File: src/rtl/tcam_chk_pkg.sv
// Package: shared defaults and width helpers for the operand checker.
// Assumes: callers pass positive sizes.
package tcam_chk_pkg;
    localparam int DEF_OPW     = 32;
    localparam int DEF_ENTRIES = 32;

    // Width of the match key built from two operands.
    function automatic int key_width(input int opw);
        return 2 * opw;
    endfunction

    // Width of a pointer that can also hold the value n (the full state).
    function automatic int ptr_width(input int n);
        return $clog2(n + 1);
    endfunction
endpackage

File: src/rtl/cube_loader.sv
// Module: cube_loader
// Sequential write pointer for the cube table. It turns a write strobe into a
// one-hot row enable with no address decoder input, and it reports when the
// table is full. A clear takes priority over a write in the same cycle.
// Assumes: ENTRIES >= 1, synchronous active-low reset.
module cube_loader #(
    parameter int ENTRIES = tcam_chk_pkg::DEF_ENTRIES
) (
    input  logic               clk,
    input  logic               rst_n,
    input  logic               clear,
    input  logic               we,
    output logic [ENTRIES-1:0] row_we,
    output logic               full
);
    localparam int PW = tcam_chk_pkg::ptr_width(ENTRIES);

    logic [PW-1:0] ptr_q;
    logic          accept;

    assign full   = (ptr_q == PW'(ENTRIES));
    assign accept = we && !clear && !full;

    // Advance the pointer on accepted writes; rewind on reset or clear.
    always_ff @(posedge clk) begin
        if (!rst_n || clear) ptr_q <= '0;
        else if (accept)     ptr_q <= ptr_q + PW'(1);
    end

    // One enable per row, selected by the pointer.
    for (genvar i = 0; i < ENTRIES; i++) begin : g_en
        assign row_we[i] = accept && (ptr_q == PW'(i));
    end

    AST_PTR_STEP: assert property (@(posedge clk) disable iff (!rst_n)
        (we && !clear && !full) |=> (ptr_q == $past(ptr_q) + PW'(1)));
    AST_FULL_STICKS: assert property (@(posedge clk) disable iff (!rst_n)
        (full && !clear) |=> (full && $stable(ptr_q)));
    AST_CLEAR_REWINDS: assert property (@(posedge clk) disable iff (!rst_n)
        clear |=> (ptr_q == '0 && !full));
    AST_ROW_ENABLE_ONEHOT: assert property (@(posedge clk) disable iff (!rst_n)
        $onehot0(row_we));
endmodule

File: config.mk
export PLATFORM = sky130hd
export DESIGN_NAME = cube_loader
export DESIGN_NICKNAME = d
export VERILOG_FILES = /design/src/rtl/tcam_chk_pkg.sv /design/src/rtl/cube_loader.sv
export SDC_FILE = /design/constraint.sdc
export NUM_CORES = 1
export LEC_CHECK = 0
export BUFFER_PORTS_ARGS = -buffer_cell sky130_fd_sc_hd__buf_2
export CAP_MARGIN = 20
export CELL_PAD_IN_SITES_DETAIL_PLACEMENT = 0
export CELL_PAD_IN_SITES_GLOBAL_PLACEMENT = 2
export CORE_UTILIZATION = 20
export DETAILED_ROUTE_END_ITERATION = 10
export PLACE_DENSITY_LB_ADDON = 0.1
export SYNTH_ARGS = -nofsm -noshare
export SYNTH_HDL_FRONTEND = slang
export SYNTH_SLANG_ARGS = --single-unit
File: constraint.sdc
create_clock -name clk -period 1.8 [get_ports clk]
set_input_delay 0.18 -clock clk [delete_from_list [all_inputs] [get_ports clk]]
set_output_delay 0.18 -clock clk [all_outputs]
set_load 0.05 [all_outputs]
### Yosys cells after proc, flatten, opt, wreduce, memory -nomap -nowiden

Index checks and enable logic that the tools add are counted.

| operators by class | value |
|---|---|
| divide/modulo/power cells | 0 |
| add/sub/neg operators | 1 |
| multiplexer cells | 0 |
| shift-type cells | 0 |
| eq/ne operators | 32 |
| bitwise logic cells | 0 |
| multiply operators | 0 |
| order comparisons | 0 |
| reductions and logical operators | 39 |

Operators by type and width:

| kind | number |
|---|---|
| 6-bit by 5-bit == test with 1-bit output (second input constant) | 16 |
| 6-bit by 4-bit == test with 1-bit output (second input constant) | 8 |
| 1-bit logical AND | 34 |
| 6-bit by 3-bit == test with 1-bit output (second input constant) | 4 |
| 6-bit by 2-bit == test with 1-bit output (second input constant) | 2 |
| 6-bit by 1-bit adder with 6-bit output (second input constant) | 1 |
| 6-bit by 1-bit == test with 1-bit output (second input constant) | 1 |
| 6-bit == test (second input constant) | 1 |
| 6-bit logical NOT | 1 |
| 1-bit logical NOT | 3 |
| 1-bit logical OR | 1 |

| word-level totals | value |
|---|---|
| latch bits | 0 |
| bits in read-only memories | 0 |
| input port bits | 4 |
| memories | 0 |
| memory bits (writable) | 0 |
| bits in registers | 6 |
| word-level logic and storage cells | 73 |
| output and inout port bits | 33 |

### Logic depth before layout (Yosys ltp)

Gate-level depths: netlist of run 1.

| logic depth | value |
|---|---|
| depth in word-level cells | 4 |
| mapped depth | 5 |
| mapped depth without buffers | 5 |

### Least setup slack after synthesis of run 1

Ideal clock, no wire load.

| path | value |
|---|---|
| kind | register to output |
| start point | register ptr_q[0] |
| end point | output row_we[24] |
| required time | 1620 ps |
| buffers on the path | 0 |
| setup slack | -610 ps |
| cell stages (with the launch flop) | 5 |
| arrival | 2230 ps |
| path through | dfxtp_1 > inv_1 > ha_1 > inv_1 > nor4_1 |

| on the way | value |
|---|---|
| longest elaborated chain between the ends | 4 |
| elaborated cells between the ends (all ways) | 5 |
| those cells by class | 2 x eq/ne; 3 x reduce/logical |

Ends and longest elaborated chain:

| element | line | source |
|---|---|---|
| from (decl) | cube_loader.sv:18 | `logic [PW-1:0] ptr_q;` |
| from (signal assigned) | cube_loader.sv:27 | `else if (accept) ptr_q <= ptr_q + PW'(1);` |
| 6-bit == test | cube_loader.sv:21 | `assign full = (ptr_q == PW'(ENTRIES));` |
| 1-bit logical NOT | cube_loader.sv:22 | `assign accept = we && !clear && !full;` |
| 1-bit logical AND | cube_loader.sv:22 |  |
| 1-bit logical AND (*) | cube_loader.sv:32 | `assign row_we[i] = accept && (ptr_q == PW'(i));` |
| to (decl) | cube_loader.sv:13 | `output logic [ENTRIES-1:0] row_we,` |

Every way passes the cells marked *; elsewhere a longest branch is shown, timed or not.

### Worst setup path after layout of run 1

| path | value |
|---|---|
| start point | register ptr_q[1] |
| end point | output row_we[11] |

The elaborated chain is that of the path after synthesis.

==> reports/qor.csv, run 1 <==
metric,value,unit
dieHeight,56.9,um
largest_reg_flops,6,
synth_top_area_cell,dfxtp_1,
status,"complete, but fails checks",
h-tree-depth,1,
cts_root_buf,clkbuf_4,
drv_slew,0,
dpl.hpwl,1760,um
grt_pass1_wl,3350,um
grt_use_met3,3.46,%
dieArea,3240,um2
setup_violations,3,
core_region_area,2810,um2
stdcell_count,176,
power_density,253,nW/um2
fmax,551,MHz
start_util,21.5,%
drt-wirelength-per-cell,12.7,um
portBuffers,36,
timing.final.crit_share,101,%
drt_first_iter_violations,29,
use_met1,17.1,%
dr.pass1.iters,7,
ys_ff_latch,6,
synth-warning-count,0,
place_area,987,um2
syn2layout_area_growth,114,%
grt.busiest_layer,met2,
place_inst,171,
gp_congestion,0.763,
final_antenna_net_count,0,
grt_max_degree,10,
final.min_clock_period,1.82,ns
crit_fanout,4,
ir_drop,0.000134,V
post-place-ws,0.0889,ns
setup_slack,-0.0160,ns
avgViaCountPerCell,4.82,
insertion_delay,0.24,ns
cts_tree,done,
skew,0.000198,ns
gr-total-overflow,0,
drive_gt1_share,67.6,%
reg_top3,ptr_q: 6 flops,
antennaDiodeCount,0,
hold_violations,0,
worstSetupEndpointType,output port,
ys_top_cells_by_area,"dfxtp_1, nor2_1, ha_1",
leakage,0.522,nW
numCtsBuffers,3,
synth_top_area_share,19.9,%
cp.arrival,1.64,ns
cts.clk_slew.worst_paths,0.04,ns
die_x,56.9,um
cts_buffer_depth,2,
grt_usage,13.5,%
grt_setup_unrepaired,yes,
grt_util_met2,22.9,%
crit_type,flop to output port,
worst_pin_slew,0.413,ns
num_io_pins,37,
vias,849,
min_path_type,input port to flop,
clock_sinks,6,
grt_pass1_vias,725,
remaining_drc_errors,10,
fin_area,1290,um2
regMostFlops,ptr_q,
syn-num-nets,102,
hold_buffers,0,
nets,155,
rows,19,
syn_avg_cell_area,6.42,um2
synth_cells,94,
relSlewSlack,72.5,%
mappedNetlistArea,603,um2
ys_seq_area_share,19.9,%
required,1.62,ns
antenna_found_initial,0,
ys_types,24,
worst_setup_path_start_kind,flop,
wl,2230,um
failed_checks,"DRC, setup timing",
cap_violations,0,
-- cell usage in the layout (no fill, tap or decap), drive strengths merged --
cell type,n
and2,5
nand2,13
ha,4
o31ai,1
a21oi,4
or4,3
nor4b,1
nor2b,1
or3,3
mux2i,2
or2,1
o21ai,2
nor3,1
nand3,1
o311ai,1
buf,47
clkbuf,8
dfxtp,6
o31a,1
nor2,22
nor4,7
inv,6
nand2b,5
-- worst max-delay path: stages (launching register included) --
cell and delay [ns]:
dfxtp_2 0.35, ha_4 0.15, nand2_4 0.05, or4_4 0.56, nor2_4 0.13, buf_8 0.15
-- layer usage --
layer | up-vias | wire (um)
met5 | - | 0
met4 | 0 | 18
met3 | 4 | 112
met2 | 30 | 1160
met1 | 389 | 936
li1 | 426 | -
-- report_power, final --
part	internal, mW	switching [mW]	leakage [nW]
clock	0.0753	0.0471	0.0138
sequential	0.135	0.00147	0.0509
combinational	0.0258	0.0420	0.457
-- through the flow --
stage	setup TNS (ns)	utilization [%]	hold slack (ns)	power [mW]
5_1_grt	-0.400	46.0	0.302	0.347
3_3_place_gp	0	35.2	0.544	0.195
6_report	-0.0261	46.0	0.292	0.327
4_1_cts	-0.0344	40.0	0.290	0.323
3_5_place_dp	0	35.2	0.536	0.196
2_1_floorplan	-1.98	-	0.378	0.173
-- worst paths after layout --
path              startpoint    endpoint  slack, ns  cells past startpoint
hold reg to reg     ptr_q[5]    ptr_q[5]       0.52                      2
setup reg to reg    ptr_q[2]    ptr_q[1]       0.33                      4
setup / recovery    ptr_q[1]  row_we[11]      -0.02                      5
hold / removal         rst_n    ptr_q[3]       0.29                      3
-- Yosys cell counts, drive strengths merged --
cell    instances
ha              4
o31ai           1
nor4b           1
nor4            7
nand2          13
buf             3
and2            5
clkbuf          1
nor2b           1
a21oi           4
or3             3
nand2b          5
o311ai          1
o31a            1
o21ai           2
dfxtp           6
or4             3
mux2i           2
or2             1
nor2           22
inv             6
nor3            1
nand3           1
-- final cells by class --
cell class	instances	area [um2]
tap	31	38.8
multi-input combinational	78	637
timing repair buffer	52	444
inverter	6	22.5
clock buffer	3	22.5
fill	282	1510
sequential	6	126
-- repair_timing --
item                                   CTS  global route
pin swaps                                1             9
endpoints found under the hold margin    0             0
setup buffers                            0             2
setup endpoints to repair               27            31
resized for setup                       40            44
-- cells by family (layout without fill, tap and decap cells) --
kind of cell,count (synthesis),count (layout),share of synthesized area [%]
buffers and inverters,10,61,7.88
DFF,6,6,19.9
adders and majority gates,4,4,8.30
and+or+nand+nor,63,63,51.5
muxes,2,2,3.32
AOI/OAI and AO/OA,9,9,9.13
Note: power is estimated with default switching activity, not from simulation.
==> inputs of run 2 (changes only) <==
clock period = 1.99 ns   (was 1.8 ns; I/O delays follow)
==> run 2 against run 1 <==
  * The flow finishes with violations (DRC)
  * Flip-flop and latch count did not move
  * Worst hold slack better by 0.019 ns
  * Non-clock buffer count shrank 12
  * Register-to-register slack better by 0.29 ns
  * Global-route usage down 1.6 points
  * Sequential power shrank 9%
  * First-iteration DRC count grew 34%
==> reports/qor.csv, run 2 (synthesis gave the netlist of run 1 again) <==
metric,value,unit
cpPeakStageDelay,0.44,ns
dieHeight,56.9,um
num_io_pins,37,
dieArea,3240,um2
setup_slack,0.114,ns
cap_violations,0,
final_antenna_net_count,0,
post_cts_buffers,0,
drt_first_iter_violations,39,
gp_congestion,0.702,
swShare,27.4,%
p_seq_share,44.2,%
antenna_found_initial,0,
grt_pass1_vias,629,
fin_area,916,um2
antennaDiodeCount,0,
insertion_delay,0.25,ns
cts_root_buf,clkbuf_4,
crit_type,flop to output port,
drv_slew,0,
grt_pass1_wl,2980,um
setup_tns,0,ns
vias,773,
cp.arrival,1.68,ns
syn2layout_area_growth,51.9,%
start_util,21.5,%
portBuffers,36,
ir_drop,0.000170,V
relSlewSlack,73.9,%
p_sw,0.0769,mW
h-tree-depth,1,
cp_slowest_cell,or4_4,
regMostFlops,ptr_q,
hold_buffers,0,
fmax,533,MHz
clock_sinks,6,
drt-wirelength-per-cell,11.6,um
reg2reg_slack,0.62,ns
path_cells,ha_1 -> nand2_2 -> or4_4 -> nor2_1 -> buf_6,
die_x,56.9,um
nets,143,
worst_setup_path_start_kind,flop,
dr.pass1.iters,7,
final_cell_mix,"buf_2, nor2_1, nand2_1",
reg_top3,ptr_q: 6 flops,
final.min_clock_period,1.88,ns
skew,0.00392,ns
total_power,0.281,mW
hold_violations,0,
power_density,306,nW/um2
crit_fanout,5,
timing.final.crit_share,94.3,%
post-place-ws,0.230,ns
setup_violations,0,
leakage,0.425,nW
remaining_drc_errors,10,
status,"complete, but fails checks",
drive_gt1_share,40.6,%
worst_pin_slew,0.391,ns
cts.clk_slew.worst_paths,0.05,ns
dpl.hpwl,1580,um
p_int,0.204,mW
final_common_cell,buf_2,
cts_tree,done,
min_path_type,input port to flop,
wl,1910,um
cts_buffer_depth,2,
grt_max_degree,11,
core_region_area,2810,um2
rows,19,
worstSetupEndpointType,output port,
avgViaCountPerCell,4.71,
p_clk_share,41.1,%
numCtsBuffers,3,
gr-total-overflow,0,
place_area,857,um2
grt_setup_unrepaired,no,
pwr-share-comb,14.7,%
largest_reg_flops,6,
grt_usage,11.9,%
failed_checks,DRC,
required,1.79,ns
==> run 2: worst paths after layout <==
check / startpoint / end / depth (start not counted)
max: ptr_q[0] / row_we[11] / 5
min: rst_n / ptr_q[3] / 3
max reg2reg: ptr_q[2] / ptr_q[0] / 4
min reg2reg: ptr_q[1] / ptr_q[1] / 2
==> run 2: final cells by class <==
cell class | count | area [um2]
inverters | 6 | 22.5
multi-input cells | 78 | 478
repair buffers | 40 | 230
clock buffers | 3 | 22.5
fillers | 327 | 1890
well taps | 31 | 38.8
flip-flops and latches | 6 | 124
==> run 2: metrics by stage <==
stage / std cells / hold WS, ns / util (%)
3_3_place_gp: 161 / 0.516 / 30.6
2_1_floorplan: 94 / 0.397 / -
3_5_place_dp: 161 / 0.512 / 30.6
6_report: 164 / 0.311 / 32.6
4_1_cts: 164 / 0.307 / 31.9
5_1_grt: 164 / 0.326 / 32.6
==> run 2: per-layer routing <==
layer | GRT usage [%] | vias up | routed length, um
met5 | 0 | - | 0
met1 | 16.4 | 346 | 929
met2 | 18.5 | 30 | 859
li1 | - | 397 | -
met4 | 3.14 | 0 | 0
met3 | 2.76 | 0 | 117
==> run 2: critical path, delay by kind of cell (launching register included) <==
kind,cells,cell delay [ns]
buf+inv,1,0.18
simple gates,3,0.68
fa+ha+maj,1,0.21
flops,1,0.36
==> run 2: power groups by stage <==
stage,sequential [mW],clock (mW),combinational (mW)
finish,0.124,0.115,0.0412
global route,0.124,0.127,0.0455
CTS,0.124,0.119,0.0412
detailed placement,0.126,0,0.0405
global placement,0.126,0,0.0412
floorplan,0.126,0,0.0276
==> run 2: repair_timing <==
action | in CTS | in global routing
gates cloned | 0 | 0
setup endpoints to repair | 15 | 10
resized for setup | 5 | 8
endpoints found under the hold margin | 0 | 0
pin swaps | 0 | 0
